==> src/rtl/regulator_enable_seq.sv <==
module regulator_enable_seq #(
  parameter int DLY_W    = 4,
  parameter int WD_TICKS = 2
) (
  input  logic             clk,
  input  logic             rst_n,
  input  logic             cfg_reg_en,
  input  logic             cfg_pin_mode,
  input  logic [1:0]       cfg_pin_sel,
  input  logic [DLY_W-1:0] cfg_rise_dly,
  input  logic [DLY_W-1:0] cfg_fall_dly,
  input  logic [2:0]       en_pins,
  input  logic             tick_ms,
  input  logic             cmp_early,
  input  logic             cmp_pgood,
  input  logic [1:0]       irq_mask,
  input  logic [1:0]       flag_clr,
  output logic             reg_on,
  output logic [1:0]       irq_flags,
  output logic             irq
);
  localparam int WDW = (WD_TICKS > 1) ? $clog2(WD_TICKS) : 1;

  logic [2:0]       sync1_q, sync2_q;
  logic             prev_q, pin_act_q, reg_en_q;
  logic [1:0]       sel_q;
  logic             pend_q, dir_q, on_q, lock_q, early_ok_q, pg_q;
  logic [DLY_W-1:0] cnt_q;
  logic [WDW-1:0]   wd_q;
  logic [1:0]       flag_q;

  logic             sel_lvl, pin_act, edge_ok, pin_rise, pin_fall, reg_rise, sc_fault;
  logic             on_n, pend_n, dir_n, lock_n;
  logic [DLY_W-1:0] cnt_n, dly;

  always_comb begin
    case (cfg_pin_sel)
      2'd0:    sel_lvl = sync2_q[0];
      2'd1:    sel_lvl = sync2_q[1];
      2'd2:    sel_lvl = sync2_q[2];
      default: sel_lvl = 1'b0;
    endcase
  end

  assign pin_act  = cfg_reg_en & cfg_pin_mode;
  assign edge_ok  = pin_act & pin_act_q & (sel_q == cfg_pin_sel);
  assign pin_rise = edge_ok & sel_lvl & ~prev_q;
  assign pin_fall = edge_ok & ~sel_lvl & prev_q;
  assign reg_rise = cfg_reg_en & ~reg_en_q;
  assign sc_fault = on_q & ~early_ok_q & ~cmp_early & tick_ms &
                    (wd_q == WDW'(WD_TICKS - 1));
  assign dly      = pin_rise ? cfg_rise_dly : cfg_fall_dly;

  always_comb begin
    on_n   = on_q;
    pend_n = pend_q;
    dir_n  = dir_q;
    cnt_n  = cnt_q;
    if (!cfg_reg_en) begin
      on_n   = 1'b0;
      pend_n = 1'b0;
    end else if (!cfg_pin_mode) begin
      on_n   = ~(lock_q & ~reg_rise);
      pend_n = 1'b0;
    end else if (pin_rise || pin_fall) begin
      if (dly == '0) begin
        on_n   = pin_rise;
        pend_n = 1'b0;
      end else begin
        pend_n = 1'b1;
        dir_n  = pin_rise;
        cnt_n  = dly;
      end
    end else if (pend_q && tick_ms) begin
      if (cnt_q == DLY_W'(1)) begin
        on_n   = dir_q;
        pend_n = 1'b0;
      end else begin
        cnt_n = cnt_q - 1'b1;
      end
    end
    if (sc_fault) begin
      on_n   = 1'b0;
      pend_n = 1'b0;
    end
  end

  assign lock_n = sc_fault | (lock_q & ~reg_rise & ~pin_rise);

  always_ff @(posedge clk or negedge rst_n) begin
    if (!rst_n) begin
      sync1_q    <= '0;
      sync2_q    <= '0;
      prev_q     <= 1'b0;
      pin_act_q  <= 1'b0;
      reg_en_q   <= 1'b0;
      sel_q      <= '0;
      pend_q     <= 1'b0;
      dir_q      <= 1'b0;
      cnt_q      <= '0;
      on_q       <= 1'b0;
      lock_q     <= 1'b0;
      early_ok_q <= 1'b0;
      wd_q       <= '0;
      pg_q       <= 1'b0;
      flag_q     <= '0;
    end else begin
      sync1_q    <= en_pins;
      sync2_q    <= sync1_q;
      prev_q     <= sel_lvl;
      pin_act_q  <= pin_act;
      reg_en_q   <= cfg_reg_en;
      sel_q      <= cfg_pin_sel;
      pend_q     <= pend_n;
      dir_q      <= dir_n;
      cnt_q      <= cnt_n;
      on_q       <= on_n;
      lock_q     <= lock_n;
      early_ok_q <= on_q & (early_ok_q | cmp_early);
      if (!on_q || early_ok_q) wd_q <= '0;
      else if (tick_ms)        wd_q <= wd_q + 1'b1;
      pg_q       <= cmp_pgood;
      flag_q[0]  <= (flag_q[0] & ~flag_clr[0]) | sc_fault;
      flag_q[1]  <= (flag_q[1] & ~flag_clr[1]) | (cmp_pgood & ~pg_q);
    end
  end

  assign reg_on    = on_q;
  assign irq_flags = flag_q;
  assign irq       = |(flag_q & ~irq_mask);

  a_r3_off_when_disabled: assert property (@(posedge clk) disable iff (!rst_n)
    !cfg_reg_en |=> !reg_on);

  a_r2_register_follow: assert property (@(posedge clk) disable iff (!rst_n)
    (cfg_reg_en && !cfg_pin_mode && !lock_q && !sc_fault) |=> reg_on);

  a_r9_fault_disables: assert property (@(posedge clk) disable iff (!rst_n)
    sc_fault |=> (!reg_on && irq_flags[0]));

  a_r10_lock_holds_off: assert property (@(posedge clk) disable iff (!rst_n)
    (lock_q && !reg_rise && !pin_rise && !reg_on) |=> !reg_on);

  a_r8_entry_no_change: assert property (@(posedge clk) disable iff (!rst_n)
    (pin_act && !pin_act_q && !sc_fault) |=> $stable(reg_on));

  a_r12_set_wins: assert property (@(posedge clk) disable iff (!rst_n)
    (cmp_pgood && !pg_q) |=> irq_flags[1]);
endmodule

==> config.mk <==
export PLATFORM = sky130hd
export DESIGN_NAME = regulator_enable_seq
export DESIGN_NICKNAME = d
export VERILOG_FILES = /design/src/rtl/regulator_enable_seq.sv
export SDC_FILE = /design/constraint.sdc
export NUM_CORES = 1
export LEC_CHECK = 0
export BUFFER_PORTS_ARGS = -buffer_cell sky130_fd_sc_hd__buf_2
export CAP_MARGIN = 20
export CORE_ASPECT_RATIO = 1.25
export CORE_MARGIN = 2
export CORE_UTILIZATION = 55
export DETAILED_ROUTE_END_ITERATION = 6
export GPL_ROUTABILITY_DRIVEN = 0
export PLACE_DENSITY = 0.82
export SETUP_SLACK_MARGIN = 0.15
export SLEW_MARGIN = 0
export SYNTH_ARGS = -nofsm -noshare
export SYNTH_HDL_FRONTEND = slang
export SYNTH_SLANG_ARGS = --single-unit
==> constraint.sdc <==
create_clock -name clk -period 3.95 [get_ports clk]
set_input_delay 0.395 -clock clk [delete_from_list [all_inputs] [get_ports clk]]
set_output_delay 0.395 -clock clk [all_outputs]
set_load 0.005 [all_outputs]
Yosys cells after proc, flatten, opt, wreduce, memory -nomap -nowiden
Index checks and enable logic that the tools add are counted.

Latch bits: 0. Register bits after elaboration: 24. Output and inout port bits: 4. Memories kept: 0. Bits in read-only memories: 0. RAM bits: 0. Bits of input ports: 24. Logic and storage cells: 97.

Magnitude comparators: 0. Bitwise operators: 36. Multipliers: 0. Reduce and logical (&&, ||, !) cells: 13. Equal/unequal tests: 9. Shift operators: 0. Div/mod/pow operators: 0. Add/sub/neg operators: 2. Multiplexer cells: 22.

Operators by type and width (number): $mux 4 (5); $and 1x1->1 (18); $mux 1 (16); $not 1->1 (12); $ne 5x2->1 const B (2); $ne 5x4->1 const B (1); $reduce_and 5->1 (1); $eq 4x1->1 const B (1); $logic_not 4->1 (1); $ne 2x2->1 const B (2); $or 1x1->1 (4); $reduce_and 4->1 (1); $reduce_bool 2->1 (2); $sub 4x1->4 const B (1); $pmux 1 s3 (1); $reduce_and 3->1 (1); $and 2x2->2 (1); $eq 2x1->1 const B (1); $eq 2x2->1 (1); $eq 2x2->1 const B (1); $logic_not 2->1 (1); $logic_or 1x1->1 (2); $not 2->2 (1); $reduce_and 2->1 (1); other kinds (4) (4).

Logic depth before layout (Yosys ltp)
Gate-level depths: netlist of the first run.

Depth in word-level cells: 12. Depth in mapped cells: 7. Mapped depth without buffers: 7.

Worst setup path before layout of the first run
OpenSTA, ideal clock, no wires.

Path kind: input-to-reg. From: input cfg_pin_sel[1]. To: register cnt_q[0]. Data required time: 3824 ps. Buffers on the path: 1. Setup slack: 1979 ps. Arrival: 1845 ps. Library setup time: 126 ps. Cell stages on the path: 7. Cell sequence: xnor2_1 and3_1 clkbuf_1 nand2_1 nor2_1 mux2_2 a221o_1.

Cells in the longest elaborated chain, start to end: 8. Elaborated cells between the ends (all ways): 20. Classes of those cells: eq/ne (5); mux (4); bitwise (6); reduce/logical (5).

RTL lines: from (decl) (RTL line 9) `input logic [1:0] cfg_pin_sel,`; $eq 2x2->1, or another cell as far along (RTL line 37) `case (cfg_pin_sel)`; $pmux 1 s3 / $and 1x1->1 (equally long branches) (RTL line 37, 46); $and 1x1->1 / $not 1->1 (equally long branches) (RTL line 47, 48); $and 1x1->1, on equally long branches (RTL line 47, 48); $mux 4 / $and 1x1->1 (equally long branches) (RTL line 52, 48); $logic_not 4->1 / $logic_or 1x1->1 (equally long branches) (RTL line 66, 65); $ne 2x2->1 (no source line) / $reduce_bool 2->1 (equally long branches); $reduce_and 5->1 (no source line); to (signal assigned) (RTL line 116) `cnt_q <= cnt_n;`; to (decl) (RTL line 28) `logic [DLY_W-1:0] cnt_q;`.

Parallel ways exist; a longest one is shown, timed or not. The select of a mux whose other input is x is not followed. A chain may end at the register's enable or synchronous reset.

Worst setup path in the final report of the first run
From: register sel_q[0]. To: register cnt_q[0].

Cells in the longest elaborated chain, start to end: 8. Elaborated cells between the ends (all ways): 15. Classes of those cells: eq/ne (3); mux (3); bitwise (5); reduce/logical (4).

RTL lines: from (decl) (RTL line 26) `logic [1:0] sel_q;`; from (signal assigned) (RTL line 113) `sel_q <= cfg_pin_sel;`; $eq 2x2->1 * (RTL line 46) `assign edge_ok = pin_act & pin_act_q & (sel_q == cfg_pin_sel);`; $and 1x1->1 * (RTL line 46); $and 1x1->1 (2 in series) (RTL line 47) `assign pin_rise = edge_ok & sel_lvl & ~prev_q;`; $mux 4 (RTL line 52) `assign dly = pin_rise ? cfg_rise_dly : cfg_fall_dly;`; $logic_not 4->1 (RTL line 66) `if (dly == '0) begin`; $ne 2x2->1 (no source line); $reduce_and 5->1 (no source line).

Every way passes the cells marked *; elsewhere a longest branch is shown, timed or not. The select of a mux whose other input is x is not followed.

==> results of run 1 <==
[worst reg2reg max path, stage by stage (launching register included)]
cell     delay (ps)
dfrtp_1         410
xnor2_1         190
and3_1          360
nand2_1         180
nor2_1          180
mux2_2          350
a221o_1         280
[state kept, by name (all words and copies together), names as in the netlist]
name	count
dir_q	1
irq_flags	2
sync1_q	3
prev_q	1
wd_q	1
reg_on	1
sel_q	2
lock_q	1
cnt_q	4
sync2_q	3
reg_en_q	1
pend_q	1
pin_act_q	1
early_ok_q	1
pg_q	1
[synth_stat cells (2+ instances only)]
cell type	number	area (sq um)
o41ai_1	2	17.52
inv_1	8	30.03
dfrtp_1	24	600.6
ha_1	2	25.02
nand2_1	8	30.03
and3_1	2	12.51
and2_1	2	12.51
o21ai_0	7	35.03
xnor2_1	3	26.28
mux2_2	2	22.52
nor3_1	9	45.04
nand3_1	2	10.01
nor2_1	4	15.01
o22ai_1	2	12.51
o21bai_1	3	22.52
a21oi_1	2	10.01
mux2i_1	3	30.03
mux2_1	2	22.52
[layout make-up]
class / count / area [sq um]
clock buffer: 3 / 22.52
inverter: 9 / 46.29
timing repair buffer: 27 / 135.1
multi-input combinational: 71 / 525.5
tap: 20 / 25.02
fill: 145 / 619.3
clock inverter: 1 / 30.03
sequential: 24 / 600.6
[layer usage]
layer  GRT usage  part of all wire
met1      0.2591              0.45
met2      0.3571              0.48
met3     0.02273             0.043
met4      0.1218             0.024
met5           0                 0
[power groups by stage]
stage	Combinational, mW	Sequential [mW]	Clock [mW]
floorplan	0.0590	0.281	0
global placement	0.0892	0.283	0
detailed placement	0.0941	0.284	0
CTS	0.0950	0.279	0.182
global route	0.106	0.282	0.189
finish	0.0952	0.279	0.179
[metrics by stage]
step,instance area (sq um),std cells,setup slack (ps)
after floorplan,1176,105,1979
after global placement,1333,151,1762
after detailed placement,1333,151,1731
after CTS,1385,155,1931
after global routing,1385,155,1791
final,1385,155,1906
[logic make-up (layout without fill, tap and decap cells)]
group	Yosys count	in the layout
simple gates	31	31
compound gates	26	26
flops	24	24
buf+inv	10	40
mux	7	7
xor+xnor	5	5
fa+ha+maj	2	2
[path summary, 6_finish.rpt]
path                            start    endpoint  slack, ps  depth (start not counted)
setup / recovery             sel_q[0]    cnt_q[0]       1910                          6
hold / removal                  rst_n  sync1_q[0]         30                          1
setup reg to reg             sel_q[0]    cnt_q[0]       1910                          6
hold reg to reg            sync1_q[0]  sync2_q[0]        370                          0
max in group asynchronous       rst_n    cnt_q[0]       3570                          1
min in group clk           en_pins[2]  sync1_q[2]        170                          1
==> qor.yml, run 1 <==
synthAdderAreaFrac: 0.02128
route.detailed.wl_per_inst_um: 15.39
power_frac_comb: 0.172
critPathCaptureType: "flop"
leakagePower_nw: 0.6413
total_power_mw: 0.5534
grt_pass1_vias: 950
start_util: 0.5868
antenna_found_initial: 0
vias: 897
final_common_cell: "buf_2"
async_reset_ff_frac: 1.000
criticalPathCategory: "reg -> reg"
fp.dieH_um: 55.70
grt_max_degree: 25
track_usage: 0.2152
ctsResizeCount: 0
path_clk_slew_ps: 130
drv_slew: 0
cts-buffers-inserted: 3
worstHoldPathType: "in -> async"
path_cells: "xnor2_1 > and3_1 > nand2_1 > nor2_1 > mux2_2 > a221o_1"
core_sq_um: 2004
ant_nets: 0
setup_tns_ps: 0
grt_pass1_wl_um: 3967
seqPwrFrac: 0.505
io_buffers: 27
status: "finished, final reports clean"
path_max_fanout: 8
yosysSeqAreaShare: 0.5106
final_net_count: 162
p_switching_mw: 0.1415
start_kind: "flop"
slew_headroom: 0.5735
cap_violations: 0
cpLargestDelayFamily: "simple AND/OR/NAND/NOR gates"
grt_overflow: 0
syn_area_sq_um: 1176
drc_errors: 0
synth-compound-area-share: 0.1787
final_cell_mix: "buf_2, dfrtp_1, nor3_1"
ys_warn_count: 0
drt_iter0_markers: 30
tightestPinTransition_ps: 634.8
finalCritPeriodShare: 0.5173
routed_wl_um: 2385
synthMuxAreaShare: 0.06383
synth_xor_xnor_area_share: 0.05319
critPathMaxStageDelay_ps: 410
clock-root-buffer: "clkbuf_4"
ys_types: 36
cp_slowest_cell: "dfrtp_1"
htreeDepth: 1
hpwl_um: 1804
synthFlopType: "dfrtp_1"
postCtsSetupRepairBufs: 0
path_buf_inv: 0
dieArea_sq_um: 2527
period_minus_slack_ps: 2044
io_pins: 28
switching_share: 0.2556
die_w_um: 45.36
antennaDiodeCount: 0
yosys.area_share.simple: 0.1298
critPathArrivalTime_ps: 2270
ir_worst_vdd_mv: 0.3762
fin_util: 0.6910
clock-sinks: 24
fmax_ghz: 0.4894
cts_tree: "done"
syn-num-nets: 131
rsz0062_at_grt: "false"
synth-edff-count: 0
drive_gt1_frac: 0.2815
syn-instance-count: 105
whs_ps: 26.61
ys_ff_latch: 24
finalHoldViolCount: 0
dr.pass1.iters: 4
finalSetupViolations: 0
intPower_mw: 0.4120
avgSynthCellArea_sq_um: 11.20
area_growth_syn_to_layout_pct: 17.77
cp.required_ps: 4170
power-per-cell-area_nw_per_um2: 399.6
fp-row-count: 18
drt-vias-per-instance: 5.787
ctsLongestPathBuffers: 2
synth_top_family_by_area: "compound AO/OA/AOI/OAI gates"
skew_ps: 1.224
cts.hold.buffers_added: 0
clock_latency_ps: 320
pwr-share-clk: 0.323
(Power assumes the default switching activity.)
==> run 2: changes to the inputs <==
--- a/config.mk
+++ b/config.mk
@@ -9,10 +9,10 @@
 export CAP_MARGIN = 20
 export CORE_ASPECT_RATIO = 1.25
 export CORE_MARGIN = 2
-export CORE_UTILIZATION = 55
+export CORE_UTILIZATION = 52
 export DETAILED_ROUTE_END_ITERATION = 6
 export GPL_ROUTABILITY_DRIVEN = 0
-export PLACE_DENSITY = 0.82
+export PLACE_DENSITY = 0.78
 export SETUP_SLACK_MARGIN = 0.15
 export SLEW_MARGIN = 0
 export SYNTH_ARGS = -nofsm -noshare
==> constraint.sdc (replaced) <==
create_clock -name clk -period 2.1 [get_ports clk]
set_input_delay 0.21 -clock clk [delete_from_list [all_inputs] [get_ports clk]]
set_output_delay 0.21 -clock clk [all_outputs]
set_load 0.005 [all_outputs]
==> qor.yml, run 2 (synthesis results as in run 1) <==
grt_pass1_vias: 939  # -1.2%
cts-buffers-inserted: 3  # unchanged
io_pins: 28  # unchanged
drv_slew: 0  # unchanged
cp_slowest_cell: "a2111oi_4"
critPathArrivalTime_ps: 2190  # -80 ps
drt_iter0_markers: 33  # +10%
ant_nets: 0  # unchanged
drc_errors: 0  # unchanged
fp-row-count: 19  # +1
antennaDiodeCount: 0  # unchanged
total_power_mw: 1.051  # +90%
grt_pass1_wl_um: 3815  # -3.8%
drive_gt1_frac: 0.3197  # +0.03825
fillCellCount: 172  # +19%
fin_util: 0.6981  # +0.007080
finalCritPeriodShare: 0.9422  # +0.4248
grt_overflow: 0  # unchanged
path_cells: "mux2i_2 > o21a_4 > clkinv_8 > xnor2_4 > a2111oi_4 > nor2_2 > mux2_1"
area_growth_syn_to_layout_pct: 28.40
leakagePower_nw: 0.6958  # +8.5%
io_buffers: 27  # unchanged
groute.layer.met3.usage: 0.02215  # -0.0005754
worstHoldPathType: "in -> reg"
clock-root-buffer: "clkbuf_4"
status: "finished, final reports clean"
grt_max_degree: 25  # unchanged
critPathCaptureType: "flop"
start_util: 0.5437  # -0.04310
clock-sinks: 24  # unchanged
htreeDepth: 1  # unchanged
cp.required_ps: 2310  # -1860 ps
die_w_um: 46.54  # +2.6%
top_register: "cnt_q"
final_cells: 178  # +15%
dr.pass1.iters: 4  # unchanged
skew_ps: 1.080  # -0.1437 ps
core_sq_um: 2163  # +7.9%
final_net_count: 174  # +7.4%
dieArea_sq_um: 2660  # +5.3%
multiInputGateArea_sq_um: 534.3  # +1.7%
fp.dieH_um: 57.17  # +2.6%
route.detailed.wl_per_inst_um: 13.27  # -14%
area.sequential_sq_um: 600.6  # unchanged
antenna_found_initial: 0  # unchanged
final_common_cell: "buf_2"
final_cell_mix: "buf_2, dfrtp_1, nor3_1"
dp.cells: 165  # +9.3%
tightestPinTransition_ps: 527.1  # -107.8 ps
track_usage: 0.2033  # -0.01188
largest_reg_flops: 4  # unchanged
start_kind: "flop"
cts_tree: "done"
routed_wl_um: 2362  # -0.96%
fmax_ghz: 0.5054  # +3.3%
reg_top3: "cnt_q x4, sync1_q x3, sync2_q x3"
rsz0062_at_grt: "true"
hpwl_um: 1757  # -2.6%
slew_headroom: 0.6486  # +0.07510
grt.busiest_layer: "met2"
criticalPathCategory: "reg -> reg"
power-per-cell-area_nw_per_um2: 696.2  # +74%
finalHoldViolCount: 0  # unchanged
path_max_fanout: 6  # -2
path_clk_slew_ps: 130  # about the same
setup_tns_ps: 0  # unchanged
period_minus_slack_ps: 1979  # -64.98 ps
drt-vias-per-instance: 5.197  # -10%
critPathMaxStageDelay_ps: 440  # +30 ps
grtUsageMet2: 0.3294  # -0.02778
ctsLongestPathBuffers: 2  # unchanged
gr-usage-met1: 0.2489  # -0.01016
vias: 925  # +3.1%
ir_worst_vdd_mv: 0.5889  # +57%
finalSetupViolations: 0  # unchanged
whs_ps: 42.37  # +15.76 ps
cap_violations: 0  # unchanged
clock_latency_ps: 310  # about the same
[run 2: changes by cell type in the layout (fill, tap and decap cells not counted)]
cell,change
dlygate4sd3_1,+5
mux2i_1,-1
mux2i_2,+1
nor3b_1,-1
buf_4,+7
nor3b_2,+1
[run 2: report_power, final]
part	switching (mW)	internal, mW	leakage, nW
logic	0.0943	0.0986	0.377
registers	0.0264	0.499	0.291
clock network	0.140	0.193	0.0279
total	0.261	0.791	0.696
[run 2: final cells by class]
cell class	count	area share
sequential	24	0.3977
multi-input combinational	71	0.3538
timing repair buffer	39	0.1574
inverter	9	0.03065
tap	31	0.02568
clock inverter	1	0.01988
clock buffer	3	0.01491
[run 2: path summary, 6_finish.rpt]
path                                  from         end  slack (ps)  cells after the start
max in group asynchronous            rst_n  sync2_q[0]        1360                      2
worst min register to register  sync1_q[1]  sync2_q[1]         370                      0
worst max register to register  sync2_q[2]    cnt_q[1]         120                      7
min in group asynchronous            rst_n    sel_q[1]         390                      2
worst max-delay path            sync2_q[2]    cnt_q[1]         120                      7
worst min-delay path            cfg_reg_en    reg_en_q          40                      1
[run 2: through the flow]
step	setup slack, ps	cell area [sq um]
after CTS	153.9	1471
after detailed placement	84.22	1369
after floorplan	175.9	1176
after global routing	10.93	1510
final	121.5	1510
after global placement	144.6	1369
[run 2: per-layer routing]
layer,wire length [um],up-vias
met2,1110,32
li1,-,459
met5,0,-
met4,86,0
met3,112,6
met1,1052,428
[run 2: repair_timing]
action,4_1_cts,5_1_grt
endpoints found under the setup margin,3,5
hold buffers,5,0
resized for setup,0,2
pin swaps,1,4
setup buffers,0,4
endpoints found under the hold margin,28,0
[run 2: worst max-delay path: cells and delay by family, from the launching register on]
family | cells | cell delay (ps)
and+or+nand+nor | 1 | 110
xor gates and xnor gates | 1 | 140
DFF | 1 | 410
muxes | 2 | 500
buffers and inverters | 1 | 70
AOI/OAI and AO/OA | 2 | 640
